## src/rtl/pbdiv_pkg.sv

```systemverilog
package pbdiv_pkg;

    localparam int PB_DIV_W   = 7;
    localparam int PB_REG_W   = 16;
    localparam int PB_RDY_POS = 11;
    localparam int PB_EN_POS  = 15;

    typedef logic [PB_DIV_W-1:0] pb_field_t;

    typedef struct packed {
        logic      en;
        pb_field_t div;
    } pb_ctl_t;

    // Number of low cycles in one output period: ceil((field+1)/2).
    function automatic pb_field_t pb_low_len(input pb_field_t f);
        logic [PB_DIV_W:0] s;
        s = {1'b0, f} + (PB_DIV_W+1)'(2);
        return s[PB_DIV_W:1];
    endfunction

    function automatic logic [PB_REG_W-1:0] pb_read_word(input pb_ctl_t c, input logic rdy);
        logic [PB_REG_W-1:0] w;
        w                 = '0;
        w[PB_DIV_W-1:0]   = c.div;
        w[PB_RDY_POS]     = rdy;
        w[PB_EN_POS]      = c.en;
        return w;
    endfunction

endpackage

```

## src/rtl/pbdiv_regs.sv

```systemverilog
module pbdiv_regs
    import pbdiv_pkg::*;
#(
    parameter int REG_W   = PB_REG_W,
    parameter int RDY_POS = PB_RDY_POS,
    parameter int EN_POS  = PB_EN_POS
) (
    input  logic             clk_i,
    input  logic             rst_i,
    input  logic             wr_en_i,
    input  logic [REG_W-1:0] wr_data_i,
    input  logic             load_i,
    output pb_ctl_t          ctl_o,
    output logic             en_next_o,
    output logic             pend_o,
    output logic [REG_W-1:0] rd_data_o
);

    pb_ctl_t   ctl_q;
    logic      pend_q;
    pb_field_t wr_field;
    logic      wr_changes;
    logic      unused_wr;

    assign wr_field   = wr_data_i[PB_DIV_W-1:0];
    assign wr_changes = wr_en_i && (wr_field != ctl_q.div);
    assign unused_wr  = ^wr_data_i;

    always_ff @(posedge clk_i) begin
        if (rst_i) begin
            ctl_q  <= '0;
            pend_q <= 1'b0;
        end else begin
            if (load_i) begin
                pend_q <= 1'b0;
            end
            if (wr_en_i) begin
                ctl_q.div <= wr_field;
                ctl_q.en  <= wr_data_i[EN_POS];
            end
            if (wr_changes) begin
                pend_q <= 1'b1;
            end
        end
    end

    assign ctl_o     = ctl_q;
    assign pend_o    = pend_q;
    assign en_next_o = wr_en_i ? wr_data_i[EN_POS] : ctl_q.en;
    assign rd_data_o = pb_read_word(ctl_q, !pend_q);

    // A write that changes the field makes the change pending.
    assert_pend_set_R3: assert property (@(posedge clk_i) disable iff (rst_i)
        wr_changes |=> pend_q);

    // A write that repeats the field never raises a new pending change.
    assert_same_keeps_R9: assert property (@(posedge clk_i) disable iff (rst_i)
        (wr_en_i && !wr_changes && !pend_q) |=> !pend_q);

endmodule

```

## src/rtl/pbdiv_counter.sv

```systemverilog
module pbdiv_counter
    import pbdiv_pkg::*;
(
    input  logic      clk_i,
    input  logic      rst_i,
    input  logic      en_i,
    input  logic      en_next_i,
    input  logic      pend_i,
    input  pb_field_t prog_div_i,
    output logic      load_o,
    output pb_field_t act_div_o,
    output logic      hi_o
);

    pb_field_t cnt_q;
    pb_field_t act_q;
    logic      hi_q;

    pb_field_t cnt_n;
    pb_field_t act_n;
    logic      hi_n;
    logic      boundary;

    always_comb begin
        boundary = !en_i || (cnt_q == act_q);
        load_o   = boundary && pend_i;
        act_n    = load_o ? prog_div_i : act_q;
        cnt_n    = boundary ? '0 : cnt_q + 1'b1;
        hi_n     = en_next_i && (act_n != '0) && (cnt_n >= pb_low_len(act_n));
    end

    always_ff @(posedge clk_i) begin
        if (rst_i) begin
            cnt_q <= '0;
            act_q <= '0;
            hi_q  <= 1'b0;
        end else begin
            cnt_q <= cnt_n;
            act_q <= act_n;
            hi_q  <= hi_n;
        end
    end

    assign act_div_o = act_q;
    assign hi_o      = hi_q;

    // The active ratio only moves at a period end or while gated.
    assert_load_at_end_R4: assert property (@(posedge clk_i) disable iff (rst_i)
        !$stable(act_q) |-> ($past(cnt_q) == $past(act_q) || !$past(en_i)));

    // The phase counter never runs past the active ratio.
    assert_cnt_range_R1: assert property (@(posedge clk_i) disable iff (rst_i)
        cnt_q <= act_q);

    // A fresh period after gating opens with the low phase.
    assert_restart_low_R8: assert property (@(posedge clk_i) disable iff (rst_i)
        $rose(en_i) |-> !hi_q);

endmodule

```

## src/rtl/pbdiv_gate.sv

```systemverilog
module pbdiv_gate
    import pbdiv_pkg::*;
(
    input  logic      clk_i,
    input  logic      rst_i,
    input  logic      en_i,
    input  pb_field_t act_div_i,
    input  logic      hi_i,
    output logic      clk_o
);

    logic pass_q;

    // Pass-through enable is retimed on the falling edge so that the
    // parent clock is only ever gated while it is low.
    always_ff @(negedge clk_i) begin
        if (rst_i) begin
            pass_q <= 1'b0;
        end else begin
            pass_q <= en_i && (act_div_i == '0);
        end
    end

    assign clk_o = hi_i | (clk_i & pass_q);

endmodule

```

## src/rtl/pbclk_divider.sv

```systemverilog
module pbclk_divider
    import pbdiv_pkg::*;
#(
    parameter int REG_W   = PB_REG_W,
    parameter int RDY_POS = PB_RDY_POS,
    parameter int EN_POS  = PB_EN_POS
) (
    input  logic             clk_i,
    input  logic             rst_i,
    input  logic             wr_en_i,
    input  logic [REG_W-1:0] wr_data_i,
    output logic [REG_W-1:0] rd_data_o,
    output logic             clk_o
);

    pb_ctl_t   ctl;
    logic      en_next;
    logic      pend;
    logic      load;
    pb_field_t act_div;
    logic      hi;

    pbdiv_regs #(
        .REG_W   (REG_W),
        .RDY_POS (RDY_POS),
        .EN_POS  (EN_POS)
    ) u_regs (
        .clk_i     (clk_i),
        .rst_i     (rst_i),
        .wr_en_i   (wr_en_i),
        .wr_data_i (wr_data_i),
        .load_i    (load),
        .ctl_o     (ctl),
        .en_next_o (en_next),
        .pend_o    (pend),
        .rd_data_o (rd_data_o)
    );

    pbdiv_counter u_cnt (
        .clk_i      (clk_i),
        .rst_i      (rst_i),
        .en_i       (ctl.en),
        .en_next_i  (en_next),
        .pend_i     (pend),
        .prog_div_i (ctl.div),
        .load_o     (load),
        .act_div_o  (act_div),
        .hi_o       (hi)
    );

    pbdiv_gate u_gate (
        .clk_i     (clk_i),
        .rst_i     (rst_i),
        .en_i      (ctl.en),
        .act_div_i (act_div),
        .hi_i      (hi),
        .clk_o     (clk_o)
    );

    // Ready observed at the port falls after a changing write.
    assert_ready_falls_R3: assert property (@(posedge clk_i) disable iff (rst_i)
        (wr_en_i && wr_data_i[PB_DIV_W-1:0] != rd_data_o[PB_DIV_W-1:0]) |=> !rd_data_o[RDY_POS]);

    // When ready returns, the loaded ratio matches the programmed field.
    assert_ready_loaded_R5: assert property (@(posedge clk_i) disable iff (rst_i)
        $rose(rd_data_o[RDY_POS]) |-> (act_div == rd_data_o[PB_DIV_W-1:0] || wr_en_i));

    // With the gate bit low the shaped output stays low.
    assert_gated_low_R7: assert property (@(posedge clk_i) disable iff (rst_i)
        !ctl.en |-> !hi);

endmodule

```

## config.mk

```make
export PLATFORM = sky130hd
export DESIGN_NAME = pbclk_divider
export DESIGN_NICKNAME = d
export VERILOG_FILES = /design/src/rtl/pbdiv_pkg.sv /design/src/rtl/pbdiv_regs.sv /design/src/rtl/pbdiv_counter.sv /design/src/rtl/pbdiv_gate.sv /design/src/rtl/pbclk_divider.sv
export SDC_FILE = /design/constraint.sdc
export NUM_CORES = 1
export LEC_CHECK = 0
export ABC_AREA = 1
export BUFFER_PORTS_ARGS = -buffer_cell sky130_fd_sc_hd__clkbuf_2
export CORE_MARGIN = 4
export CORE_UTILIZATION = 51
export DETAILED_ROUTE_END_ITERATION = 10
export PLACE_DENSITY_LB_ADDON = 0.12
export SLEW_MARGIN = 20
export SYNTH_ARGS = -nofsm -noshare
export SYNTH_HDL_FRONTEND = slang
export SYNTH_SLANG_ARGS = --single-unit
```

## constraint.sdc

```tcl
create_clock -name clk_i -period 6.93 [get_ports clk_i]
set_input_delay 0 -clock clk_i [delete_from_list [all_inputs] [get_ports clk_i]]
set_output_delay 0 -clock clk_i [all_outputs]
set_load 0.005 [all_outputs]
```

# After elaboration in Yosys (flattened, before gate mapping)
# Cells that the tools add are included.
# op_classes
multipliers,0
n_shift,0
n_div,0
n_lt_le_gt_ge,1
addsub,2
reduce_logical,11
bitwise_logic,2
eq_ne,2
mux,5
# op_table
operator,count
7-bit two-way mux,2
"7-bit by 2-bit adder with 8-bit output, second input constant",1
"7-bit by 1-bit adder with 7-bit output, second input constant",1
7-bit == test,1
7-bit greater-or-equal comparator,1
7-bit zero test,1
7-bit inequality test,1
7-bit nonzero test,1
1-bit logical AND,5
1-bit two-way mux,3
1-bit zero test,2
2-bit nonzero test,1
1-bit bitwise AND,1
1-bit logical OR,1
1-bit OR,1
# totals
input_bits,19
wordCells,30
mem_bits_ro,0
regBits,25
latch_bits,0
out_inout_bits,17
mem_count,0
mem_bits_rw,0

# Depth between registers and ports, before layout
# depth
depth_word,7
mapped_depth,23
depth_no_buf,23

# Modules after synthesis
# Synthesis repeated with hierarchy kept, for this count alone.
# unflattened
hier_cells,264
hier_area_um2,1818.0
# modules_own_cells
mod,n_inst,area_per_inst_um2,cells_each
pbdiv_counter,1,1203.7,175
pbdiv_regs,1,551.8,79
pbdiv_gate,1,62.6,10

==> reports/qor.yml <==
drt:
  postRouteAntennaNets: 0
  wl_per_cell_um: 11.9
  viasPerCell: 4.86
  first_iter_violations: 123
  drc: 0
  dr.pass1.iters: 4
  num_vias: 1536
  routed_wl_um: 3780
floorplanning:
  dieHeight_um: 65.2
  die-area_mm2: 0.00425
  ios: 36
  die_w_um: 65.2
  core_area_mm2: 0.00310
  rows: 20
  start_util_pct: 53.8
critical_path:
  crit_type: "reg -> out"
  cp.arrival_ns: 4.51
  required_ns: 6.93
  cp-start-kind: "flop"
  end_kind: "output port"
  cp_max_fo: 1
power:
  cellLeakagePower_nw: 0.895
  swShare_pct: 32.8
  vdd_ir_drop_max_uv: 148
  internal-power_uw: 224
  finalPower_uw: 334
  p_sw_uw: 110
  power_density_mw_per_mm2: 175
  clockPowerShare_pct: 29.1
  power_frac_seq_pct: 47.4
  pwr-share-comb_pct: 23.5
global_routing:
  grt_max_degree: 25
  grt_antenna_before_repair: 0
  grt_overflow: 0
  grt_usage_pct: 20.4
  grt_pass1_wl_um: 6600
  grt_pass1_vias: 1473
logic_synthesis:
  synth_edf_count: 0
  synth_area_mm2: 0.00167
  async_reset_ff_share_pct: 0
  syn_inst: 241
  yosysSeqAreaShare_pct: 30.0
  ys_warn_count: 0
  synth_most_common_cell: "nand2_1"
  ys.flop_type: "dfxtp_1"
  yosysUniqueCellTypes: 35
  synth_area_leaders: "dfxtp_1, nand2_1, inv_1"
  synth_top_cell_area_share_pct: 30.0
  syn_avg_cell_area_um2: 6.93
  ys_seq_elements: 25
  yosysTopAreaCell: "dfxtp_1"
  yosys-top-cells-count: "nand2_1, inv_1, dfxtp_1"
status:
  outcome: "complete, no violations"
clock_tree:
  post_cts_buffers: 0
  hold_buffers: 13
  ctsResizeCount: 0
  cts_tree: "done"
  clk_pin_slew_worst_paths_ns: 0.15
  insertion_delay_ns: 0.50
timing:
  final_hold_viol_count: 0
  fin_skew_ns: 0.0629
  setup_viol: 0
  slew_headroom_pct: 62.0
  tns_ns: 0
  maxSlewViolCount: 0
  worst_pin_slew_ns: 0.568
  rsz0062_at_grt: "no"
placement:
  placed_cell_area_mm2: 0.00173
  portBuffers: 20
  dpl.cell_count: 296
  gp_congestion: 0.824
  dp_hpwl_um: 2710
final_layout:
  fin_area_mm2: 0.00191
  nets: 301
  area_growth_pct: 14.5
  layout.cells.non_filler: 316
  drive_gt1_share_pct: 15.1
  antenna_cells: 0
hold_path:
  holdCritPathClass: "in -> reg"
run:
  timing.max_cap.violations: 0
==> stage by stage <==
| step | setup slack, ns | util [%] | hold slack, ns |
|---|---|---|---|
| 2_1_floorplan | 2.76 | - | 0.0770 |
| 3_3_place_gp | 2.62 | 55.8 | 0.180 |
| 3_5_place_dp | 2.56 | 55.8 | 0.180 |
| 4_1_cts | 2.41 | 61.7 | 0.0777 |
| 5_1_grt | 2.38 | 61.7 | 0.102 |
| 6_report | 2.42 | 61.7 | 0.0771 |
==> worst max-delay path, stage by stage, from the launching register on <==
cell,delay (ns)
dfxtp_1,0.30
a21o_1,0.14
clkbuf_2,0.10
==> cell type report <==
class	count	area [um2]
fill	318	1190
multi-input combinational	174	953
sequential	25	500
timing repair buffer	32	225
inverter	32	120
tap	44	55.1
clock buffer	7	50.0
clock inverter	2	8.76
==> logic make-up after synthesis <==
kind of cell | Yosys count | synth area share, %
AND/OR/NAND/NOR | 125 | 33.7
buffers and inverters | 48 | 14.3
flip-flops | 25 | 30.0
AO/OA/AOI/OAI | 22 | 9.29
XOR/XNOR | 11 | 5.77
adder cells (fa/ha/maj) | 9 | 6.74
other | 1 | 0.225
==> metal layers <==
| metal | vias to the layer above | GRT usage, % | wire length [um] |
|---|---|---|---|
| met1 | 681 | 24.8 | 1720 |
| met3 | 8 | 5.47 | 165 |
| li1 | 814 | - | - |
| met5 | - | 0 | 0 |
| met4 | 0 | 9.33 | 70 |
| met2 | 33 | 33.4 | 1820 |
==> cell usage in the layout, fill, tap and decap left out <==
master and instances:
a21oi_1 9, inv_2 1, nor4_1 4, o211ai_1 1
clkbuf_2 20, o21bai_1 1, o31ai_1 1, a211oi_1 4
dfxtp_1 25, xnor2_1 4, nand3_2 1, nor2_1 23
o21ai_2 1, o2111ai_1 1, o21ai_1 1, o41ai_1 1
nand4_1 3, clkinvlp_2 1, xor2_1 7, clkbuf_4 6
nor2_4 1, o21bai_4 1, nand3_1 12, nand2_2 7
conb_1 7, a21o_1 1, nor3_1 7, dlygate4sd3_1 13
nand3b_1 3, nor2_2 1, nand2_1 62, nand2_4 1
ha_1 9, inv_1 32
==> power groups by stage <==
stage | Sequential, mW | Clock (mW) | Combinational (mW)
final | 0.158 | 0.0971 | 0.0784
after global routing | 0.160 | 0.108 | 0.0900
after CTS | 0.158 | 0.101 | 0.0781
after detailed placement | 0.161 | 0.00323 | 0.0722
after global placement | 0.161 | 0.00323 | 0.0715
after floorplan | 0.159 | 0.00259 | 0.0608
==> sequential cells by signal, summed over array words and instances, names as in the netlist <==
signal           count
u_cnt.cnt_q          7
u_regs.ctl_o         8
u_cnt.hi_o           1
u_regs.pend_o        1
u_gate.pass_q        1
u_cnt.act_div_o      7
==> final timing paths <==
kind                                         start               to  slack (ns)  cells past startpoint
worst min register to register     u_regs.ctl_o[1]  u_regs.ctl_o[1]        0.52                      2
worst min-delay path                         rst_i  u_regs.ctl_o[1]        0.08                      2
worst max-delay path                 u_gate.pass_q            clk_o        2.42                      2
worst max register to register  u_cnt.act_div_o[4]    u_gate.pass_q        2.61                      3
Power figures use the tool's default switching activity.
